===== config.mk =====
export PLATFORM = sky130hd
export DESIGN_NAME = refresh_sched
export DESIGN_NICKNAME = d
export VERILOG_FILES = /design/src/rtl/refresh_sched_pkg.sv /design/src/rtl/refresh_interval_timer.sv /design/src/rtl/refresh_pend_ctr.sv /design/src/rtl/refresh_wait_timer.sv /design/src/rtl/refresh_sched.sv
export SDC_FILE = /design/constraint.sdc
export NUM_CORES = 1
export LEC_CHECK = 0
export BUFFER_PORTS_ARGS = -buffer_cell sky130_fd_sc_hd__buf_2
export CORE_MARGIN = 3
export CORE_UTILIZATION = 51
export DETAILED_ROUTE_END_ITERATION = 16
export PLACE_DENSITY = 0.82
export SLEW_MARGIN = 15
export SYNTH_ARGS = -nofsm -noshare
export SYNTH_HDL_FRONTEND = slang
export SYNTH_SLANG_ARGS = --single-unit

===== constraint.sdc =====
create_clock -name clk -period 2.6 [get_ports clk]
set_input_delay 0.26 -clock clk [delete_from_list [all_inputs] [get_ports clk]]
set_output_delay 0.26 -clock clk [all_outputs]
set_load 0.01 [all_outputs]

===== src/rtl/refresh_sched_pkg.sv =====
`timescale 1ns/1ps
package refresh_sched_pkg;
   typedef enum logic [1:0] {
      RCMD_NOP    = 2'd0,
      RCMD_PREALL = 2'd1,
      RCMD_AREF   = 2'd2
   } rcmd_e;

   typedef enum logic [1:0] {
      RS_RUN  = 2'd0,
      RS_TRP  = 2'd1,
      RS_TRFC = 2'd2
   } rstate_e;
endpackage


===== src/rtl/refresh_interval_timer.sv =====
`timescale 1ns/1ps
module refresh_interval_timer #(
   parameter int PERIOD = 781
) (
   input  logic clk,
   input  logic rst_n,
   output logic expire
);
   localparam int CW = (PERIOD > 1) ? $clog2(PERIOD) : 1;
   localparam logic [CW-1:0] LAST = CW'(PERIOD - 1);

   logic [CW-1:0] cnt_q;

   assign expire = (cnt_q == LAST);

   always_ff @(posedge clk) begin
      if (!rst_n)      cnt_q <= '0;
      else if (expire) cnt_q <= '0;
      else             cnt_q <= cnt_q + 1'b1;
   end
endmodule


===== src/rtl/refresh_pend_ctr.sv =====
`timescale 1ns/1ps
module refresh_pend_ctr #(
   parameter int MAX_PEND = 8,
   localparam int PW = $clog2(MAX_PEND + 1)
) (
   input  logic          clk,
   input  logic          rst_n,
   input  logic          inc,
   input  logic          dec,
   output logic          nonzero,
   output logic [PW-1:0] count
);
   generate
      if (MAX_PEND == 1) begin : g_flag
         logic flag_q;
         always_ff @(posedge clk) begin
            if (!rst_n)   flag_q <= 1'b0;
            else if (inc) flag_q <= 1'b1;
            else if (dec) flag_q <= 1'b0;
         end
         assign count   = flag_q;
         assign nonzero = flag_q;
      end else begin : g_count
         localparam logic [PW-1:0] CEIL = PW'(MAX_PEND);
         logic [PW-1:0] cnt_q;
         always_ff @(posedge clk) begin
            if (!rst_n) cnt_q <= '0;
            else if (inc && !dec && cnt_q != CEIL) cnt_q <= cnt_q + 1'b1;
            else if (dec && !inc && cnt_q != '0)   cnt_q <= cnt_q - 1'b1;
         end
         assign count   = cnt_q;
         assign nonzero = (cnt_q != '0);
      end
   endgenerate
endmodule


===== src/rtl/refresh_wait_timer.sv =====
`timescale 1ns/1ps
module refresh_wait_timer #(
   parameter int W = 4
) (
   input  logic         clk,
   input  logic         rst_n,
   input  logic         load,
   input  logic [W-1:0] load_val,
   output logic         zero
);
   logic [W-1:0] cnt_q;

   always_ff @(posedge clk) begin
      if (!rst_n)             cnt_q <= '0;
      else if (load)          cnt_q <= load_val;
      else if (cnt_q != '0)   cnt_q <= cnt_q - 1'b1;
   end

   assign zero = (cnt_q == '0);
endmodule


===== src/rtl/refresh_sched.sv =====
`timescale 1ns/1ps
module refresh_sched #(
   parameter int NUM_BANKS    = 2,
   parameter int RETENTION_US = 32000,
   parameter int CLK_MHZ      = 50,
   parameter int ROWS         = 2048,
   parameter int REFI_CYCLES  = RETENTION_US * CLK_MHZ / ROWS,
   parameter int T_RP         = 3,
   parameter int T_RFC        = 7,
   parameter int MAX_PEND     = 8
) (
   input  logic                 clk,
   input  logic                 rst_n,
   input  logic [NUM_BANKS-1:0] bank_idle,
   input  logic                 cke_was_high,
   input  logic                 cmd_grant,
   output logic                 ref_req,
   output logic [1:0]           ref_cmd,
   output logic                 sched_busy
);
   import refresh_sched_pkg::*;

   localparam int WMAX = (T_RP > T_RFC) ? T_RP : T_RFC;
   localparam int WW   = (WMAX > 1) ? $clog2(WMAX) : 1;
   localparam int PW   = $clog2(MAX_PEND + 1);

   initial begin
      assert (NUM_BANKS >= 1)   else $error("NUM_BANKS must be at least 1");
      assert (REFI_CYCLES >= 2) else $error("REFI_CYCLES must be at least 2");
      assert (T_RP >= 1)        else $error("T_RP must be at least 1");
      assert (T_RFC >= 1)       else $error("T_RFC must be at least 1");
      assert (MAX_PEND >= 1)    else $error("MAX_PEND must be at least 1");
   end

   rstate_e       state_q, state_d;
   rcmd_e         cmd_d;
   logic          interval_hit;
   logic          pend_nz;
   logic [PW-1:0] pend_cnt;
   logic          retire;
   logic          wait_load;
   logic [WW-1:0] wait_val;
   logic          wait_zero;
   logic          all_idle;

   assign all_idle = &bank_idle;

   refresh_interval_timer #(.PERIOD(REFI_CYCLES)) interval_i (
      .clk    (clk),
      .rst_n  (rst_n),
      .expire (interval_hit)
   );

   refresh_pend_ctr #(.MAX_PEND(MAX_PEND)) pend_i (
      .clk     (clk),
      .rst_n   (rst_n),
      .inc     (interval_hit),
      .dec     (retire),
      .nonzero (pend_nz),
      .count   (pend_cnt)
   );

   refresh_wait_timer #(.W(WW)) wait_i (
      .clk      (clk),
      .rst_n    (rst_n),
      .load     (wait_load),
      .load_val (wait_val),
      .zero     (wait_zero)
   );

   always_comb begin
      state_d   = state_q;
      cmd_d     = RCMD_NOP;
      retire    = 1'b0;
      wait_load = 1'b0;
      wait_val  = '0;
      unique case (state_q)
         RS_RUN: begin
            if (pend_nz && cmd_grant) begin
               if (!all_idle) begin
                  cmd_d     = RCMD_PREALL;
                  wait_load = 1'b1;
                  wait_val  = WW'(T_RP - 1);
                  state_d   = RS_TRP;
               end else if (cke_was_high) begin
                  cmd_d     = RCMD_AREF;
                  retire    = 1'b1;
                  wait_load = 1'b1;
                  wait_val  = WW'(T_RFC - 1);
                  state_d   = RS_TRFC;
               end
            end
         end
         RS_TRP:  if (wait_zero) state_d = RS_RUN;
         RS_TRFC: if (wait_zero) state_d = RS_RUN;
         default: state_d = RS_RUN;
      endcase
   end

   always_ff @(posedge clk) begin
      if (!rst_n) state_q <= RS_RUN;
      else        state_q <= state_d;
   end

   assign ref_cmd    = cmd_d;
   assign sched_busy = (state_q == RS_TRP) || (state_q == RS_TRFC);
   assign ref_req    = (state_q == RS_TRP) || ((state_q == RS_RUN) && pend_nz);
endmodule


==> results.sh, run 1 <==
export IMPL_fin_crit_sh=0.921
export IMPL_die_h_um=51.5
export IMPL_max_cap_viol_count=0
export IMPL_cts_buffers=3
export IMPL_vias=860
export IMPL_insertedDiodeCount=0
export IMPL_synthTopCellsByArea="dfxtp_1 36%, ha_1 9.5%, xor2_1 6.6%, nand3_1 4.3%, nand4_1 3.6%"
export IMPL_grt_pass1_vias=817
export IMPL_drive_gt1_frac=0.164
export IMPL_yosys_area_share_simple=0.263
export IMPL_synth_fa_ha_area_frac=0.114
export IMPL_synthXorXnorAreaFrac=0.0829
export IMPL_post_cts_setup_buffers=0
export IMPL_syn_nets=133
export IMPL_relSlewSlack=0.773
export IMPL_synth_area_mm2=0.00106
export IMPL_io_pins=10
export IMPL_seq_area_frac_synth=0.360
export IMPL_synth_top_family_by_area="simple AND/OR/NAND/NOR gates"
export IMPL_leakage_uw=0.000538
export IMPL_cts_num_sinks=19
export IMPL_tightest_slew_ns=0.338
export IMPL_hold_violations=0
export IMPL_power_density_mw_per_mm2=553
export IMPL_vias_per_cell=5.41
export IMPL_timing_clock_skew_ns=0.00345
export IMPL_place_area_mm2=0.00116
export IMPL_die_w_um=51.5
export IMPL_area_growth_pct=13.0
export IMPL_wl_per_cell_um=12.4
export IMPL_ir_drop_mv=0.360
export IMPL_path_clk_slew_ns=0.10
export IMPL_finalSetupViolations=0
export IMPL_clock_fmax_mhz=417
export IMPL_regArea_um2=380
export IMPL_synth_cell_type_count=34
export IMPL_root_buffer="clkbuf_4"
export IMPL_multi_input_area_um2=647
export IMPL_synth_top_area_frac=0.360
export IMPL_io_buffers=9
export IMPL_synth_compound_area_share=0.135
export IMPL_grt_antenna_before_repair=0
export IMPL_crit_required_ns=2.80
export IMPL_grt_pass1_wl_mm=3.33
export IMPL_startpoint_type="flip-flop"
export IMPL_crit_arrival_ns=2.59
export IMPL_ys_flop_type="dfxtp_1"
export IMPL_async_flop_share=0
export IMPL_first_pass_iters=4
export IMPL_grt_util_all_layers=0.165
export IMPL_synth_seq_cells=19
export IMPL_drc=0
export IMPL_final_area_mm2=0.00119
export IMPL_stdcell_count=159
export IMPL_nets=150
export IMPL_rows=15
export IMPL_cts_hold_buf=0
export IMPL_final_util=0.649
export IMPL_drt_initial_drc_count=11
export IMPL_cts_tree="done"
export IMPL_dpl_worst_slack_ns=0.0911
export IMPL_synth_top_cells_by_count="19 x dfxtp_1, 10 x nor2_1, 9 x inv_1, 9 x nand3_1"
export IMPL_endpoint_kind="flip-flop"
export IMPL_syn_area_per_cell_um2=8.95
export IMPL_place_inst=155
export IMPL_dp_hpwl_mm=1.52
export IMPL_htree_num_levels=1
export IMPL_synth_edff_count=0
export IMPL_insertion_delay_ns=0.29
export IMPL_rsz0062_at_grt="no"
export IMPL_setup_slack_ns=0.205
export IMPL_crit_type="reg -> reg"
export IMPL_timing_final_max_slew_violations=0
export IMPL_critPathMaxFanout=6
export IMPL_status="finished clean"
export IMPL_clock_path_buffers=2
export IMPL_grt_start_max_net_pins=15
export IMPL_synthMuxAreaShare=0.00948
export IMPL_wirelength_mm=1.98
export IMPL_die_area_mm2=0.00265
export IMPL_coreArea_mm2=0.00184
export IMPL_n_fill_cell=182
export IMPL_fin_setup_tns_ns=0
export IMPL_worstHoldPathType="in -> reg"
export IMPL_ant_nets=0
export IMPL_yosysWarnings=0
export IMPL_syn_inst=118
export IMPL_start_util=0.574
export IMPL_yosysMostFrequentCell="dfxtp_1"
export IMPL_place_gp_congestion=0.924
export IMPL_yosys_area_top_type="dfxtp_1"
export IMPL_grt_overflow=0
export IMPL_min_period_ns=2.40
## area by class of cell
class	instances	area share
Multi-Input combinational cell	89	0.542
Clock buffer	4	0.0220
Timing Repair Buffer	13	0.0629
Inverter	9	0.0283
Tap cell	25	0.0262
Sequential cell	19	0.319
## where the power goes
group	switching, uW	internal [uW]
Sequential	16.9	320
Combinational	94.3	83.7
Clock	85.6	59.8
## worst max-delay path, cell delays in order (launching register included)
cell and delay (ns):
dfxtp_1 0.37, inv_1 0.05, ha_1 0.26, nand2_1 0.12
nor3_2 0.06, a211oi_2 0.23, inv_1 0.12, ha_1 0.28
a21o_1 0.19, a21oi_2 0.18, nand3_1 0.12, o31a_1 0.12
o211a_1 0.19
## placed cells by master, fill, tap and decap left out, types with 3 or more instances in the layout
master	count
and3_1	3
nand3_1	9
nor2_1	10
buf_4	4
xor2_1	8
clkbuf_4	3
a21boi_0	3
dfxtp_1	19
inv_1	9
o21ai_0	4
nand2_1	8
nand4_1	6
buf_2	9
ha_1	8
## logic make-up (layout without fill, tap and decap cells)
| group | count (synthesis) | after routing |
|---|---|---|
| simple gates | 49 | 49 |
| mux | 1 | 1 |
| fa+ha+maj | 9 | 9 |
| flops | 19 | 19 |
| compound gates | 20 | 20 |
| xor+xnor | 10 | 10 |
| buf+inv | 10 | 26 |
## per-stage QoR
step                      power [uW]  hold slack [ns]
final                            660            0.302
after global routing             716            0.316
after CTS                        671            0.292
after detailed placement         523            0.502
after global placement           506            0.471
after floorplan                  477            0.400
## metal layers
metal	wire length, um	track usage	share of wire	up-vias
li1	-	-	-	453
met1	913	0.201	0.46	393
met2	984	0.284	0.50	9
met3	52	0.0430	0.026	5
met4	27	0.0524	0.014	0
met5	0	0	0	-
## what timing repair did
action	in CTS	in global routing
gates resized for setup	0	2
setup endpoints to repair	0	1
endpoints found under the hold margin	0	0
## state kept, by name (all words and copies together) (netlist names)
name / count
pend_i.count: 4
interval_i.cnt_q: 10
state_q: 2
wait_i.cnt_q: 3
## worst paths after layout
path / cells past startpoint / start / slack (ns) / endpoint
setup / recovery: 12 / state_q[0] / 0.20 / pend_i.count[3]
hold / removal: 2 / rst_n / 0.30 / pend_i.count[3]
setup reg to reg: 12 / state_q[0] / 0.20 / pend_i.count[3]
hold reg to reg: 2 / state_q[0] / 0.52 / state_q[0]
Note: power is estimated with default switching activity, not from simulation.
==> run 2, diff against run 1 <==
- CORE_UTILIZATION: 51 -> 25
- PLACE_DENSITY: 0.82 -> 0.51
==> results.sh, run 2 (synthesis results as in run 1) <==
export IMPL_fin_setup_tns_ns=0
export IMPL_finalSetupViolations=0
export IMPL_ctsResizeCount=0
export IMPL_cts_buffers=3
export IMPL_grt_pass1_wl_mm=3.69
export IMPL_worstHoldPathType="in -> reg"
export IMPL_timing_final_max_slew_violations=0
export IMPL_timing_rr_start="state_q[0]"
export IMPL_path_clk_slew_ns=0.07
export IMPL_first_pass_iters=4
export IMPL_vias_per_cell=4.71
export IMPL_grt_overflow=0
export IMPL_holdWs_ns=0.361
export IMPL_htree_num_levels=1
export IMPL_place_inst=178
export IMPL_multi_input_area_um2=647
export IMPL_mostFrequentLayoutCell="dfxtp_1"
export IMPL_stdcell_count=182
export IMPL_io_buffers=9
export IMPL_die_h_um=71.0
export IMPL_nets=150
export IMPL_clock_path_buffers=2
export IMPL_grt_util_all_layers=0.0881
export IMPL_drc=0
export IMPL_place_gp_congestion=0.787
export IMPL_endpoint_kind="flip-flop"
export IMPL_root_buffer="clkbuf_8"
export IMPL_hold_depth=2
export IMPL_status="finished clean"
export IMPL_crit_required_ns=2.75
export IMPL_crit_arrival_ns=2.51
export IMPL_clock_fmax_mhz=425
export IMPL_timing_clock_skew_ns=0.00269
export IMPL_relSlewSlack=0.753
export IMPL_hold_violations=0
export IMPL_area_growth_pct=17.7
export IMPL_cts_num_sinks=19
export IMPL_vias=857
export IMPL_wirelength_mm=1.96
export IMPL_crit_type="reg -> reg"
export IMPL_startpoint_type="flip-flop"
export IMPL_post_cts_setup_buffers=0
export IMPL_n_fill_cell=422
export IMPL_leakage_uw=0.000548
export IMPL_die_area_mm2=0.00504
export IMPL_regToRegEndpoint="pend_i.count[3]"
export IMPL_drt_initial_drc_count=21
export IMPL_dp_hpwl_mm=1.53
export IMPL_tightest_slew_ns=0.368
export IMPL_min_period_ns=2.35
export IMPL_grt_antenna_before_repair=0
export IMPL_grt_pass1_vias=878
export IMPL_regArea_um2=380
export IMPL_largest_reg_flops=10
export IMPL_rsz0062_at_grt="no"
export IMPL_hold_end="pend_i.count[3]"
export IMPL_rr_worst_depth=12
export IMPL_io_pins=10
export IMPL_rows=22
export IMPL_ant_nets=0
export IMPL_insertion_delay_ns=0.25
export IMPL_drive_gt1_frac=0.172
export IMPL_top_register="interval_i.cnt_q"
export IMPL_final_util=0.322
export IMPL_ir_drop_mv=0.191
export IMPL_critPathMaxFanout=6
export IMPL_insertedDiodeCount=0
export IMPL_fin_crit_sh=0.905
export IMPL_power_density_mw_per_mm2=580
export IMPL_grt_start_max_net_pins=15
export IMPL_cts_hold_buf=0
export IMPL_coreArea_mm2=0.00385
export IMPL_cts_tree="done"
export IMPL_max_cap_viol_count=0
export IMPL_start_util=0.274
export IMPL_wl_per_cell_um=10.8
export IMPL_rrSetupSlack_ns=0.25
export IMPL_hp_start="rst_n"
export IMPL_die_w_um=71.0
export IMPL_final_cell_mix="19 x dfxtp_1, 10 x nor2_1, 9 x inv_1, 9 x nand3_1, 9 x buf_2"
run 2: changes by cell type in the layout (fill, tap and decap cells not counted), sizes merged:
cell	previous run	this run
clkbuf	4	3
clkinv	0	1
run 2: how the worst max path moves through the flow:
stage                          startpoint               to  slack, ns  cells past startpoint
final                          state_q[0]  pend_i.count[3]       0.25                     12
after global routing           state_q[0]  pend_i.count[3]       0.03                     12
after CTS                      state_q[0]  pend_i.count[3]       0.12                     12
after detailed placement       state_q[0]  pend_i.count[3]       0.13                     12
after global placement    pend_i.count[0]  pend_i.count[3]       0.20                     10
after floorplan                state_q[1]  pend_i.count[3]       0.13                     12
run 2: worst max-delay path: stages (launching register included):
cell and delay [ns]:
dfxtp_1 0.36, inv_1 0.05, ha_1 0.25, nand2_1 0.12, nor3_2 0.06, a211oi_2 0.23
inv_1 0.12, ha_1 0.28, a21o_1 0.18, a21oi_2 0.17, nand3_1 0.11, o31a_1 0.11
o211a_1 0.19
run 2: stage by stage:
step / power [uW] / worst slack (ns) / cell area (um2)
6_report: 721 / 0.248 / 1240
5_1_grt: 785 / 0.0294 / 1240
4_1_cts: 738 / 0.119 / 1230
3_5_place_dp: 523 / 0.125 / 1190
3_3_place_gp: 514 / 0.203 / 1190
2_1_floorplan: 477 / 0.133 / 1060
run 2: per-layer routing:
| layer | vias up | track usage | part of all wire |
|---|---|---|---|
| li1 | 447 | - | - |
| met1 | 400 | 0.110 | 0.49 |
| met2 | 8 | 0.147 | 0.48 |
| met3 | 2 | 0.0128 | 0.014 |
| met4 | 0 | 0.0438 | 0.015 |
| met5 | - | 0 | 0 |
run 2: power breakdown:
group          internal, uW  switching (uW)  total (uW)  leakage (uW)
clock                   106            98.3         205     0.0000255
sequential              320            14.0         334      0.000155
combinational          86.0            96.2         182      0.000368
total                   512             209         721      0.000548
run 2: final cells by class:
cell class	instances	share of cell area
Tap cell	48	0.0483
Timing Repair Buffer	13	0.0604
Inverter	9	0.0272
Clock inverter	1	0.00403
Sequential cell	19	0.306
Multi-Input combinational cell	89	0.521
Clock buffer	3	0.0332
